`src/rtl/swc_pkg.sv`:
```
package swc_pkg;
  typedef enum logic [1:0] {
    RES_FULL = 2'd0,
    RES_PCSP = 2'd1,
    RES_CONT = 2'd2,
    RES_VECT = 2'd3
  } resume_e;

  typedef struct packed {
    logic enterSleep;
    logic clrPdf;
    logic loadRst;
    logic tickRst;
    logic loadOsc;
    logic tickOsc;
  } strobe_t;

  typedef struct packed {
    logic portFall;
    logic newInt;
    logic vecOk;
    logic rstLast;
    logic oscZero;
  } status_t;
endpackage

```
`src/rtl/swc_datapath.sv`:
```
module swc_datapath
  import swc_pkg::*;
#(
  parameter int PORT_W      = 8,
  parameter int NUM_INT     = 4,
  parameter int RST_TICKS   = 4,
  parameter int START_LONG  = 1024,
  parameter int START_SHORT = 2
) (
  input  logic               clk,
  input  logic               rstN,
  input  strobe_t            strb,
  input  logic [PORT_W-1:0]  portPins,
  input  logic [PORT_W-1:0]  portWakeEn,
  input  logic [NUM_INT-1:0] intReq,
  input  logic [NUM_INT-1:0] intEn,
  input  logic               stackFull,
  input  logic               slowTick,
  input  logic               oscCrystal,
  input  logic               fastStart,
  input  logic               wdtOverflow,
  output status_t            stat,
  output logic               pdfFlag,
  output logic               toFlag
);
  localparam int CNT_W = $clog2(START_LONG);
  localparam int RST_W = $clog2(RST_TICKS + 1);
  localparam logic [CNT_W-1:0] LONG_M1  = CNT_W'(START_LONG - 1);
  localparam logic [CNT_W-1:0] SHORT_M1 = CNT_W'(START_SHORT - 1);

  logic [PORT_W-1:0]  syncA, syncB, prevS;
  logic [NUM_INT-1:0] pendMask, freshInt;
  logic [CNT_W-1:0]   oscCnt;
  logic [RST_W-1:0]   rstCnt;

  for (genvar i = 0; i < PORT_W; i++) begin : g_pinSync
    always_ff @(posedge clk or negedge rstN) begin
      if (!rstN) begin
        syncA[i] <= 1'b1;
        syncB[i] <= 1'b1;
        prevS[i] <= 1'b1;
      end else begin
        syncA[i] <= portPins[i];
        syncB[i] <= syncA[i];
        prevS[i] <= syncB[i];
      end
    end
  end

  assign freshInt      = intReq & ~pendMask;
  assign stat.portFall = |(prevS & ~syncB & portWakeEn);
  assign stat.newInt   = |freshInt;
  assign stat.vecOk    = (|(freshInt & intEn)) && !stackFull;
  assign stat.rstLast  = slowTick && (rstCnt == RST_W'(1));
  assign stat.oscZero  = (oscCnt == '0);

  always_ff @(posedge clk or negedge rstN) begin
    if (!rstN) begin
      pendMask <= '0;
      oscCnt   <= '0;
      rstCnt   <= '0;
      pdfFlag  <= 1'b0;
      toFlag   <= 1'b0;
    end else begin
      if (strb.enterSleep) pendMask <= intReq;
      else                 pendMask <= pendMask & intReq;

      if (strb.loadOsc)
        oscCnt <= (oscCrystal || !fastStart) ? LONG_M1 : SHORT_M1;
      else if (strb.tickOsc)
        oscCnt <= oscCnt - 1'b1;

      if (strb.loadRst)
        rstCnt <= RST_W'(RST_TICKS);
      else if (strb.tickRst && slowTick)
        rstCnt <= rstCnt - 1'b1;

      if (strb.enterSleep)  pdfFlag <= 1'b1;
      else if (strb.clrPdf) pdfFlag <= 1'b0;

      if (wdtOverflow)          toFlag <= 1'b1;
      else if (strb.enterSleep) toFlag <= 1'b0;
    end
  end


  pdf_on_halt_chk: assert property (@(posedge clk) disable iff (!rstN)
    strb.enterSleep && !wdtOverflow |=> pdfFlag && !toFlag);

  to_set_chk: assert property (@(posedge clk) disable iff (!rstN)
    wdtOverflow |=> toFlag);

  osc_no_underflow_chk: assert property (@(posedge clk) disable iff (!rstN)
    strb.tickOsc |-> oscCnt != '0);
endmodule

```
`src/rtl/swc_control.sv`:
```
module swc_control
  import swc_pkg::*;
(
  input  logic       clk,
  input  logic       rstN,
  input  logic       haltReq,
  input  logic       clrWdtCmd,
  input  logic       extResetReq,
  input  logic       wdtOverflow,
  input  status_t    stat,
  output strobe_t    strb,
  output logic       clkEnable,
  output logic       asleep,
  output logic       resumePulse,
  output logic [1:0] resumeType
);
  typedef enum logic [2:0] {ST_RUN, ST_SLEEP, ST_RSTW, ST_OSCW, ST_RESUME} state_e;

  state_e  state, stateNxt;
  resume_e rType, rTypeNxt;

  always_comb begin
    strb     = '0;
    stateNxt = state;
    rTypeNxt = rType;
    case (state)
      ST_RUN: begin
        if (haltReq) begin
          stateNxt        = ST_SLEEP;
          strb.enterSleep = 1'b1;
        end else if (clrWdtCmd) begin
          strb.clrPdf = 1'b1;
        end
      end
      ST_SLEEP: begin
        if (extResetReq) begin
          stateNxt     = ST_RSTW;
          strb.loadRst = 1'b1;
          rTypeNxt     = RES_FULL;
        end else if (wdtOverflow) begin
          stateNxt     = ST_OSCW;
          strb.loadOsc = 1'b1;
          rTypeNxt     = RES_PCSP;
        end else if (stat.newInt) begin
          stateNxt     = ST_OSCW;
          strb.loadOsc = 1'b1;
          rTypeNxt     = stat.vecOk ? RES_VECT : RES_CONT;
        end else if (stat.portFall) begin
          stateNxt     = ST_OSCW;
          strb.loadOsc = 1'b1;
          rTypeNxt     = RES_CONT;
        end
      end
      ST_RSTW: begin
        strb.tickRst = 1'b1;
        if (stat.rstLast) begin
          stateNxt     = ST_OSCW;
          strb.loadOsc = 1'b1;
        end
      end
      ST_OSCW: begin
        if (stat.oscZero) stateNxt = ST_RESUME;
        else              strb.tickOsc = 1'b1;
      end
      ST_RESUME: stateNxt = ST_RUN;
      default:   stateNxt = ST_RUN;
    endcase
  end

  always_ff @(posedge clk or negedge rstN) begin
    if (!rstN) begin
      state <= ST_RUN;
      rType <= RES_FULL;
    end else begin
      state <= stateNxt;
      rType <= rTypeNxt;
    end
  end

  assign clkEnable   = (state == ST_RUN) || (state == ST_RESUME);
  assign asleep      = (state == ST_SLEEP) || (state == ST_RSTW) || (state == ST_OSCW);
  assign resumePulse = (state == ST_RESUME);
  assign resumeType  = rType;


  resume_single_chk: assert property (@(posedge clk) disable iff (!rstN)
    resumePulse |=> !resumePulse && clkEnable);

  clk_return_chk: assert property (@(posedge clk) disable iff (!rstN)
    $rose(clkEnable) |-> resumePulse);

  wdt_prio_chk: assert property (@(posedge clk) disable iff (!rstN)
    state == ST_SLEEP && wdtOverflow && !extResetReq |=> state == ST_OSCW && rType == RES_PCSP);
endmodule

```
`src/rtl/sleep_wake_ctrl.sv`:
```
module sleep_wake_ctrl
  import swc_pkg::*;
#(
  parameter int NUM_INT     = 4,
  parameter int RST_TICKS   = 4,
  parameter int START_LONG  = 1024,
  parameter int START_SHORT = 2
) (
  input  logic               clk,
  input  logic               rstN,
  input  logic               haltReq,
  input  logic               clrWdtCmd,
  input  logic               extResetReq,
  input  logic               wdtOverflow,
  input  logic               slowTick,
  input  logic               oscCrystal,
  input  logic               fastStart,
  input  logic [7:0]         portPins,
  input  logic [7:0]         portWakeEn,
  input  logic [NUM_INT-1:0] intReq,
  input  logic [NUM_INT-1:0] intEn,
  input  logic               stackFull,
  output logic               clkEnable,
  output logic               asleep,
  output logic               portHold,
  output logic               resumePulse,
  output logic [1:0]         resumeType,
  output logic               pdfFlag,
  output logic               toFlag
);
  strobe_t strb;
  status_t stat;

  swc_control u_ctrl (
    .clk(clk), .rstN(rstN), .haltReq(haltReq), .clrWdtCmd(clrWdtCmd),
    .extResetReq(extResetReq), .wdtOverflow(wdtOverflow), .stat(stat),
    .strb(strb), .clkEnable(clkEnable), .asleep(asleep),
    .resumePulse(resumePulse), .resumeType(resumeType)
  );

  swc_datapath #(
    .PORT_W(8), .NUM_INT(NUM_INT), .RST_TICKS(RST_TICKS),
    .START_LONG(START_LONG), .START_SHORT(START_SHORT)
  ) u_dp (
    .clk(clk), .rstN(rstN), .strb(strb), .portPins(portPins),
    .portWakeEn(portWakeEn), .intReq(intReq), .intEn(intEn),
    .stackFull(stackFull), .slowTick(slowTick), .oscCrystal(oscCrystal),
    .fastStart(fastStart), .wdtOverflow(wdtOverflow), .stat(stat),
    .pdfFlag(pdfFlag), .toFlag(toFlag)
  );

  assign portHold = asleep;
endmodule

```
`config.mk`:
```
export PLATFORM = sky130hd
export DESIGN_NAME = sleep_wake_ctrl
export DESIGN_NICKNAME = d
export VERILOG_FILES = /design/src/rtl/swc_pkg.sv /design/src/rtl/swc_datapath.sv /design/src/rtl/swc_control.sv /design/src/rtl/sleep_wake_ctrl.sv
export SDC_FILE = /design/constraint.sdc
export NUM_CORES = 1
export LEC_CHECK = 0
export ABC_AREA = 1
export BUFFER_PORTS_ARGS = -buffer_cell sky130_fd_sc_hd__buf_2
export CAP_MARGIN = 25
export CORE_MARGIN = 5
export CORE_UTILIZATION = 40
export CTS_CLUSTER_DIAMETER = 200
export DETAILED_ROUTE_END_ITERATION = 7
export HOLD_SLACK_MARGIN = 0.12
export PLACE_DENSITY_LB_ADDON = 0.3
export SETUP_SLACK_MARGIN = 0.05
export SLEW_MARGIN = 20
export SYNTH_ARGS = -nofsm -noshare
export SYNTH_HDL_FRONTEND = slang
export SYNTH_HIERARCHICAL = 1
export SYNTH_SLANG_ARGS = --single-unit
```
`constraint.sdc`:
```
create_clock -name clk -period 4.7 [get_ports clk]
set_input_delay 0.47 -clock clk [delete_from_list [all_inputs] [get_ports clk]]
set_output_delay 0.47 -clock clk [all_outputs]
set_load 0.01 [all_outputs]
```
==> out/metrics.cfg, run 1 <==
[grt]
grt_pass1_wl_mm=7.01
grt_max_degree=49
antenna_found_initial=0
grt_use_total_pct=13.3
grt_pass1_vias=1690
grt_overflow_total=0

[cts]
cts_tree=built
clk_transition_reported_paths_ps=80
cts_buffers=5
root_buffer=clkbuf_8
clk_path_buf_depth=2
post_cts_buffers=0
htree_num_levels=2
cts_sinks=48
cts.repair.resized=0
clk-insertion-delay-late_ps=290
hold_buffers=0

[sta]
rsz0062_at_grt=no
slew_headroom_pct=62.1
skew_ps=5.26
setup_violations=0
hold_slack_ps=172
hold_viol_final=0
max_freq_mhz=454
tns_ps=0
worstMarginPinSlew_ps=568
slew_violations=0
period_share_pct=46.9
fin_crit_ps=2200

[synth]
yosysWarnings=6
avgSynthCellArea_sq_um=9.14
async_flop_share_pct=100
netlist_instances=232
synth_top_area_cell=dfstp_2
syn-cell-area_sq_um=2120
yosysMostFrequentCell=nand2_1
ys_seq_area_share_pct=58.1
synth_common_cells=nand2_1 (43), inv_1 (31), nor2_1 (27)
synth.top_cells.by_area=dfstp_2 (30%), dfrtp_1 (28%), nand2_1 (7.6%), nand3_1 (5.7%), inv_1 (5.5%)
yosys.area.top_type_share_pct=29.8
synth_edf_count=0
ys.flop_type=dfstp_2
synthDistinctLibCells=26
synth_nets=269
synth-seq-cells=48

[critical_path]
cpMostUsedCell=nand2_1
path_buf_inv=2
critPathLaunchType=flop
cp_slowest_cell=dfstp_2
crit_family=simple AND/OR/NAND/NOR gates
end_kind=flop
required_ps=4890
path_max_fanout=6
critical-path-max-stage-delay_ps=530
criticalPathCategory=reg -> reg
cp.arrival_ps=2400
path_cells=nand3b_1 > nand2_1 > nor2_1 > o2111ai_1 > nor2_1 > nand2_1 > nand3_1 > nand2_1 > nor2_2 > inv_2 > o21ai_0 > nand2_1 > o21ai_1 > inv_1

[routing]
drt_iter0_drc=101
wl_per_cell_um=11.1
drc=0
drtPass1Iterations=4
num_vias=1632
ant_nets=0
vias_per_cell=4.68
drt_wl_total_mm=3.86

[status]
status=completed

[pwr]
power.density_nw_per_um2=543
p_clk_share_pct=17.0
p_sw_share_pct=39.5
power_frac_comb_pct=39.0
seqPwrFrac_pct=44.0
power.internal_mw=0.817
irDropWorstVdd_mv=0.262
p_switching_mw=0.533
power.leakage_nw=1.23

[placed_design]
place_congestion=0.859
dp_hpwl_mm=2.90
place_area_sq_um=2400
port_buffers=41

[layout]
num_antenna_cells=0
drive_gt1_share_pct=31.9
area.growth.synth_to_final_pct=17.4
nNetsFinal=316
design_area_sq_um=2490

[die]
rows=26
die_area_sq_um=6860
io_pins=42
initial_core_util_pct=41.2
die_w_um=82.8
fp.coreArea_sq_um=5140
dieHeight_um=82.8

[worst_hold_path]
hold_class=in -> async

[job]
cap_violations=0

[cell type report]
type / count / area (sq um)
clock buffers: 5 / 68.8
clock inverters: 2 / 12.5
fillers: 516 / 2650
inverters: 39 / 146
multi-input cells: 144 / 734
flip-flops and latches: 48 / 1230
well taps: 70 / 87.6
repair buffers: 41 / 208
[state kept, by name, indices dropped and copies added, names as in the netlist]
register / count
u_dp/rstCnt: 3
u_dp/oscCnt: 10
u_dp/toFlag: 1
u_ctrl/resumeType: 2
u_ctrl/state: 3
u_dp/pendMask: 4
u_dp/syncB: 8
u_dp/prevS: 8
u_dp/pdfFlag: 1
u_dp/syncA: 8
[power groups by stage]
stage               clock, mW  combinational, mW  sequential [mW]
detailed placement          0              0.526            0.600
CTS                     0.244              0.530            0.595
floorplan                   0              0.398            0.593
global placement            0              0.518            0.600
finish                  0.229              0.527            0.595
global route            0.259              0.618            0.610
[kinds of logic after synthesis]
kind of cell,after synthesis,share of synthesized area [%]
AO/OA/AOI/OAI,33,9.80
adder cells (fa/ha/maj),3,1.77
buffers and inverters,40,7.26
flip-flops,48,58.1
AND/OR/NAND/NOR,108,23.1
[final timing paths]
check / from / endpoint / slack (ps) / depth (start not counted)
hold reg to reg: u_dp/syncA[5] / u_dp/syncB[5] / 360 / 0
max in group asynchronous: rstN / u_dp/syncB[2] / 4140 / 1
setup / recovery: u_dp/syncB[0] / u_dp/oscCnt[7] / 2500 / 14
min in group clk: portPins[4] / u_dp/syncA[4] / 270 / 1
setup reg to reg: u_dp/syncB[0] / u_dp/oscCnt[7] / 2500 / 14
hold / removal: rstN / u_dp/oscCnt[3] / 170 / 1
[stage by stage]
| stage | setup slack [ps] | utilization (%) | cells | power, mW |
|---|---|---|---|---|
| after global routing | 2190 | 48.4 | 349 | 1.49 |
| final | 2500 | 48.4 | 349 | 1.35 |
| after detailed placement | 2460 | 46.8 | 342 | 1.13 |
| after CTS | 2490 | 48.4 | 349 | 1.37 |
| after floorplan | 2770 | - | 232 | 0.991 |
| after global placement | 2510 | 46.8 | 342 | 1.12 |
[cell usage in the layout, fill, tap and decap left out, types with 2 or more instances in the layout]
master,netlist,layout
a21oi_1,7,7
a22oi_1,3,3
buf_2,0,40
clkbuf_8,0,5
dfrtp_1,24,24
dfstp_2,24,24
ha_1,3,3
inv_1,31,31
inv_2,8,8
nand2_1,43,43
nand3_1,24,24
nand3b_1,5,5
nor2_1,27,27
nor2_2,4,4
nor2_4,2,2
o2111ai_1,2,2
o21a_1,3,3
o21ai_0,9,9
o21ai_1,4,4
[metal layers]
layer / wire, um / global-route usage, % / vias to the layer above
li1: - / - / 833
met1: 1770 / 16.8 / 749
met2: 1740 / 22.0 / 46
met3: 312 / 3.35 / 4
met4: 41 / 5.07 / 0
met5: 0 / 0 / -
(Power assumes the default switching activity.)
==> run 2: changes to the inputs <==
--- a/config.mk
+++ b/config.mk
@@ -5,7 +5,7 @@
 export SDC_FILE = /design/constraint.sdc
 export NUM_CORES = 1
 export LEC_CHECK = 0
-export ABC_AREA = 1
+export ABC_AREA = 0
 export BUFFER_PORTS_ARGS = -buffer_cell sky130_fd_sc_hd__buf_2
 export CAP_MARGIN = 25
 export CORE_MARGIN = 5
==> constraint.sdc (replaced) <==
create_clock -name clk -period 2.1 [get_ports clk]
set_input_delay 0.21 -clock clk [delete_from_list [all_inputs] [get_ports clk]]
set_output_delay 0.21 -clock clk [all_outputs]
set_load 0.01 [all_outputs]
==> run 2 against run 1 <==
Compared with the run above: the flow now finishes with violations (negative setup slack); register-to-register slack got worse by 2600 ps; worst setup slack got worse by 2600 ps; sequential share of layout area decreased by 4.4 points; core utilization increased by 6.1 points; clock power increased to 2.7 times the previous value; sequential power increased by 110%; clock skew increased by 5.4 ps; design area increased by 9.7%; critical path type unchanged.
==> out/metrics.cfg, run 2 <==
[worst_hold_path]
hold_class=in -> reg

[placed_design]
place_congestion=0.743  ; -14%
dp_hpwl_mm=2.84  ; -1.8%
place_ws_ps=-65.6  ; -2530 ps
port_buffers=41  ; unchanged

[layout]
num_antenna_cells=0  ; unchanged
drive_gt1_share_pct=44.9  ; +13 points
nNetsFinal=283  ; -10%
final_common_cell=buf_2
largest-register=u_dp/oscCnt
fillers=448  ; -13%
area.growth.synth_to_final_pct=34.7
largest_reg_flops=10  ; unchanged
final_cell_mix=buf_2 (41), dfrtp_1 (24), dfstp_2 (24)
utilization_pct=54.5  ; +6.1 points

[routing]
ant_nets=0  ; unchanged
num_vias=1455  ; -11%
vias_per_cell=4.59  ; -1.8%
wl_per_cell_um=12.7  ; +15%
drt_wl_total_mm=4.03  ; +4.4%
drc=0  ; unchanged
drt_iter0_drc=67  ; -34%
drtPass1Iterations=4  ; unchanged

[cts]
cts_tree=built
clk_transition_reported_paths_ps=90  ; about the same
root_buffer=clkbuf_8
clk-insertion-delay-late_ps=300  ; about the same
htree_num_levels=2  ; unchanged
cts_buffers=5  ; unchanged
cts_sinks=48  ; unchanged
clk_path_buf_depth=2  ; unchanged

[pwr]
p_switching_mw=0.902  ; +69%
power_frac_comb_pct=36.2  ; -2.8 points
power.internal_mw=2.04  ; +150%
power.leakage_nw=1.22  ; -0.48%
power.density_nw_per_um2=1080  ; +99%
seqPwrFrac_pct=42.5  ; -1.5 points
finalPower_mw=2.94  ; +120%
irDropWorstVdd_mv=0.541  ; +110%
p_sw_share_pct=30.7  ; -8.9 points
p_clk_share_pct=21.3  ; +4.3 points

[sta]
hold_viol_final=0  ; unchanged
period_share_pct=103  ; +56 points
tns_ps=-212  ; -212 ps
slew_headroom_pct=47.5  ; -15 points
rsz0062_at_grt=yes
slew_violations=0  ; unchanged
fin_crit_ps=2160  ; -42.4 ps
max_freq_mhz=463  ; +2.0%
setup_violations=6  ; +6
fin_ws_ps=-62.1  ; -2560 ps
skew_ps=10.7  ; +5.40 ps
worstMarginPinSlew_ps=788  ; +220 ps

[synth]
netlist_instances=170  ; -27%
synth_top_area_cell=dfstp_2
async_flop_share_pct=100  ; unchanged
avgSynthCellArea_sq_um=11.9  ; +31%
syn-cell-area_sq_um=2030  ; -4.4%
yosys.area.top_type_share_pct=31.1  ; +1.4 points
synth.top_cells.by_area=dfstp_2 (31%), dfrtp_1 (30%), o21a_1 (4.8%), nand2_1 (3.1%), xnor2_1 (2.6%)
ys.flop_type=dfstp_2
synth-seq-cells=48  ; unchanged
ys_seq_area_share_pct=60.7  ; +2.7 points
yosysWarnings=6  ; unchanged
synth_common_cells=dfrtp_1 (24), dfstp_2 (24), nand2_1 (17), o21a_1 (13), nor2_1 (12)
synth_nets=207  ; -23%
synth_edf_count=0  ; unchanged
synthDistinctLibCells=42  ; +62%

[critical_path]
end_kind=flop
required_ps=2290  ; -2600 ps
cp.arrival_ps=2360  ; -40 ps
critPathLaunchType=flop
r2r_setup_slack_ps=-60  ; -2560 ps
path_max_fanout=3  ; -3
criticalPathCategory=reg -> reg

[die]
dieHeight_um=81.2  ; -1.9%
die_w_um=81.2  ; -1.9%
initial_core_util_pct=40.5  ; -0.78 points
io_pins=42  ; unchanged
rows=26  ; unchanged
die_area_sq_um=6590  ; -3.9%
fp.coreArea_sq_um=5010  ; -2.5%

[grt]
grt_overflow_total=0  ; unchanged
antenna_found_initial=0  ; unchanged
grt_pass1_vias=1534  ; -9.2%
grt_use_total_pct=13.6  ; +0.33 points
grt_max_degree=37  ; -24%
grt_pass1_wl_mm=6.97  ; -0.58%

[status]
violations=negative setup slack
status=finished with violations

[job]
cap_violations=0  ; unchanged

==> run 2: cell types whose count changed after synthesis, moves of 8 or more <==
cell | before | now
inv_2 | 8 | 0
o21a_1 | 3 | 13
nor2_1 | 27 | 12
nand2_1 | 43 | 17
inv_1 | 31 | 10
nand3_1 | 24 | 1
==> run 2: worst max-delay path, cell delays in order, from the launching register on <==
cell	delay (ps)
dfrtp_1	350
inv_1	50
ha_2	170
or4b_4	210
nor3_4	40
nor3b_2	180
or4b_4	540
buf_12	160
nor3_4	110
xor2_1	80
o21a_1	180
==> run 2: timing repair <==
item / CTS / global route
gates resized for setup: 4 / 4
endpoints found under the setup margin: 6 / 9
hold buffers: 9 / 0
endpoints found under the hold margin: 32 / 0
setup buffers: 2 / 4
pin swaps: 1 / 6
==> run 2: final timing paths <==
kind,startpoint,end,cells after the start
setup / recovery,u_dp/oscCnt[1],u_dp/oscCnt[5],10
hold / removal,intReq[1],u_dp/pendMask[1],2
setup reg to reg,u_dp/oscCnt[1],u_dp/oscCnt[5],10
hold reg to reg,u_dp/syncA[5],u_dp/syncB[5],0
max in group asynchronous,rstN,u_dp/syncB[2],3
min in group asynchronous,rstN,u_dp/pendMask[1],2
==> run 2: stage by stage <==
step	cells	area (sq um)	hold WS [ps]
2_1_floorplan	170	2050	-85.6
3_3_place_gp	295	2450	315
3_5_place_dp	295	2450	316
4_1_cts	314	2680	142
5_1_grt	317	2730	147
6_report	317	2730	151
==> run 2: routing by layer <==
metal | global-route usage (%) | wire length (um) | part of all wire, % | vias up
met1 | 17.8 | 1870 | 46 | 691
met4 | 4.05 | 35 | 0.87 | 0
met2 | 22.2 | 1930 | 48 | 26
li1 | - | - | - | 734
met3 | 3.66 | 196 | 4.9 | 4
met5 | 0 | 0 | 0 | -
==> run 2: cells by family after synthesis <==
logic type      count (synthesis)  share of synthesized area (%)
compound gates                 34                           11.7
flops                          48                           60.7
simple gates                   58                           16.9
mux                             1                          0.556
fa+ha+maj                       3                           1.85
xor+xnor                       11                           4.75
buf+inv                        15                           3.46
==> run 2: power groups by stage <==
stage	combinational, mW	sequential, mW	clock, mW
4_1_cts	0.980	1.25	0.652
5_1_grt	1.19	1.28	0.689
6_report	1.06	1.25	0.626
3_5_place_dp	0.925	1.26	0
3_3_place_gp	0.901	1.26	0
2_1_floorplan	0.565	1.28	0
==> run 2: area by class of cell <==
cell class	count	area, sq um	share of cell area, %
Multi-Input combinational cell	107	771	28.2
Timing Repair Buffer	74	492	18.0
Sequential cell	48	1230	45.1
Inverter	10	37.5	1.37
Tap cell	70	87.6	3.21
Clock inverter	2	17.5	0.642
Clock buffer	6	93.8	3.44
==> run 3: changes to the inputs <==
--- a/config.mk
+++ b/config.mk
@@ -14,7 +14,6 @@
 export DETAILED_ROUTE_END_ITERATION = 7
 export HOLD_SLACK_MARGIN = 0.12
 export PLACE_DENSITY_LB_ADDON = 0.3
-export SETUP_SLACK_MARGIN = 0.05
 export SLEW_MARGIN = 20
 export SYNTH_ARGS = -nofsm -noshare
 export SYNTH_HDL_FRONTEND = slang
==> run 3 against run 2 <==
Compared with the run above: combinational power barely moved; clock-buffer cell count unchanged; first-iteration DRC count down 6.0%; sequential power about the same; maximum frequency decreased by 0.29%; largest cell class unchanged; largest power group unchanged; register-to-register slack is essentially flat; final cell count stayed put; the run still ends with negative setup slack left; routed wire length shrank 0.35%; total power is 0.39% lower; worst setup slack got worse by 6.3 ps.
==> out/metrics.cfg, run 3 (synthesized netlist as in run 2, its figures left out) <==
[sta]
setup_violations=5  ; -1
tns_ps=-222  ; -10.3 ps
hold_viol_final=0  ; unchanged
slew_violations=0  ; unchanged
period_share_pct=103  ; +0.30 points
max_freq_mhz=461  ; -0.29%
slew_headroom_pct=47.4  ; about the same
rsz0062_at_grt=yes
fin_crit_ps=2170  ; +6.28 ps
skew_ps=10.6  ; -0.0559 ps
worstMarginPinSlew_ps=788  ; +0.492 ps
fin_ws_ps=-68.4  ; -6.28 ps

[cts]
cts_buffers=5  ; unchanged
cts_sinks=48  ; unchanged
htree_num_levels=2  ; unchanged
root_buffer=clkbuf_8
clk_transition_reported_paths_ps=90  ; about the same
clk_path_buf_depth=2  ; unchanged
clk-insertion-delay-late_ps=300  ; about the same
cts_tree=built

[critical_path]
path_buf_inv=2  ; unchanged
critical-path-max-stage-delay_ps=540  ; about the same
cp.arrival_ps=2360  ; about the same
criticalPathCategory=reg -> reg
path_max_fanout=3  ; unchanged
path_cells=inv_1 > ha_2 > or4b_4 > nor3_4 > nor3b_2 > or4b_4 > buf_12 > nor3_4 > xor2_1 > o21a_1
r2r_setup_slack_ps=-70  ; about the same
required_ps=2290  ; about the same
cp_slowest_cell=or4b_4
end_kind=flop
critPathLaunchType=flop
crit_family=simple AND/OR/NAND/NOR gates

[pwr]
p_sw_share_pct=30.6  ; -0.036 points
power.density_nw_per_um2=1070  ; -0.25%
power_frac_comb_pct=35.9  ; -0.3 points
irDropWorstVdd_mv=0.559  ; +3.2%
p_clk_share_pct=21.4  ; about the same
p_switching_mw=0.897  ; -0.51%
seqPwrFrac_pct=42.7  ; +0.2 points
power.internal_mw=2.03  ; -0.34%
power.leakage_nw=1.22  ; -0.14%

[layout]
utilization_pct=54.4  ; -0.075 points
largest_reg_flops=10  ; unchanged
drive_gt1_share_pct=44.9  ; unchanged
largest-register=u_dp/oscCnt
num_antenna_cells=0  ; unchanged
final_common_cell=buf_2
area.growth.synth_to_final_pct=34.5
final_cell_mix=buf_2 (41), dfrtp_1 (24), dfstp_2 (24)
nNetsFinal=283  ; unchanged

[grt]
grt_overflow_total=0  ; unchanged
grt_pass1_vias=1532  ; -0.13%
use_met3_pct=3.66  ; unchanged
grt_util_met2_pct=22.2  ; unchanged
grt.busiest_layer=met2
antenna_found_initial=0  ; unchanged
grt_pass1_wl_mm=6.97  ; unchanged
grt_use_total_pct=13.6  ; unchanged
grt_max_degree=37  ; unchanged
grtUsageMet1_pct=17.8  ; unchanged

[routing]
wl_per_cell_um=12.7  ; -0.35%
drtPass1Iterations=3  ; -1
vias_per_cell=4.60  ; +0.14%
ant_nets=0  ; unchanged
num_vias=1457  ; +0.14%
drc=0  ; unchanged
drt_wl_total_mm=4.02  ; -0.35%
drt_iter0_drc=63  ; -6.0%

[die]
die_w_um=81.2  ; unchanged
fp.coreArea_sq_um=5010  ; unchanged
die_area_sq_um=6590  ; unchanged
dieHeight_um=81.2  ; unchanged
rows=26  ; unchanged
initial_core_util_pct=40.5  ; unchanged
io_pins=42  ; unchanged

[worst_hold_path]
hold_class=in -> reg

[placed_design]
dp_hpwl_mm=2.84  ; unchanged
port_buffers=41  ; unchanged
place_congestion=0.743  ; unchanged

[job]
cap_violations=0  ; unchanged

[status]
violations=negative setup slack
status=finished with violations

==> run 3: cell counts in the layout (fill, tap and decap cells not counted) <==
No cell type changed its count.
==> run 3: metal layers <==
metal	wire length [um]	part of all wire, %
met1	1880	47
met2	1910	48
met3	189	4.7
met4	35	0.87
met5	0	0
==> run 3: power groups by stage <==
stage	sequential (mW)	combinational, mW	clock (mW)
finish	1.25	1.05	0.626
global route	1.28	1.17	0.689
CTS	1.25	0.980	0.652
detailed placement	1.26	0.925	0
global placement	1.26	0.901	0
floorplan	1.28	0.565	0
==> run 3: worst paths after layout <==
check | from | end | cells past startpoint
setup reg to reg | u_dp/oscCnt[1] | u_dp/oscCnt[5] | 10
min in group asynchronous | rstN | u_dp/pendMask[1] | 2
hold reg to reg | u_dp/syncA[5] | u_dp/syncB[5] | 0
hold / removal | intReq[1] | u_dp/pendMask[1] | 2
setup / recovery | u_dp/oscCnt[1] | u_dp/oscCnt[5] | 10
max in group asynchronous | rstN | u_dp/syncB[2] | 3
==> run 3: final cells by class <==
cell class / instances / area, sq um
Fill cell: 448 / 2280
Sequential cell: 48 / 1230
Multi-Input combinational cell: 107 / 771
Timing Repair Buffer: 74 / 488
Clock buffer: 6 / 93.8
Tap cell: 70 / 87.6
Inverter: 10 / 37.5
Clock inverter: 2 / 17.5
==> run 3: timing repair <==
item	in CTS	in global routing
buffers inserted	2	4
setup endpoints to repair	5	9
endpoints found under the hold margin	32	0
pin swaps	1	6
hold buffers	9	0
gates resized for setup	4	3
cloned	0	0
==> run 3: metrics by stage <==
step / hold WS (ps) / power, mW / instance area (sq um) / instances / setup slack, ps
2_1_floorplan: -85.6 / 1.85 / 2050 / 170 / -102
3_3_place_gp: 315 / 2.16 / 2450 / 295 / -54.5
3_5_place_dp: 316 / 2.18 / 2450 / 295 / -65.6
4_1_cts: 142 / 2.88 / 2680 / 314 / -53.9
5_1_grt: 147 / 3.14 / 2730 / 317 / -151
6_report: 151 / 2.93 / 2730 / 317 / -68.4
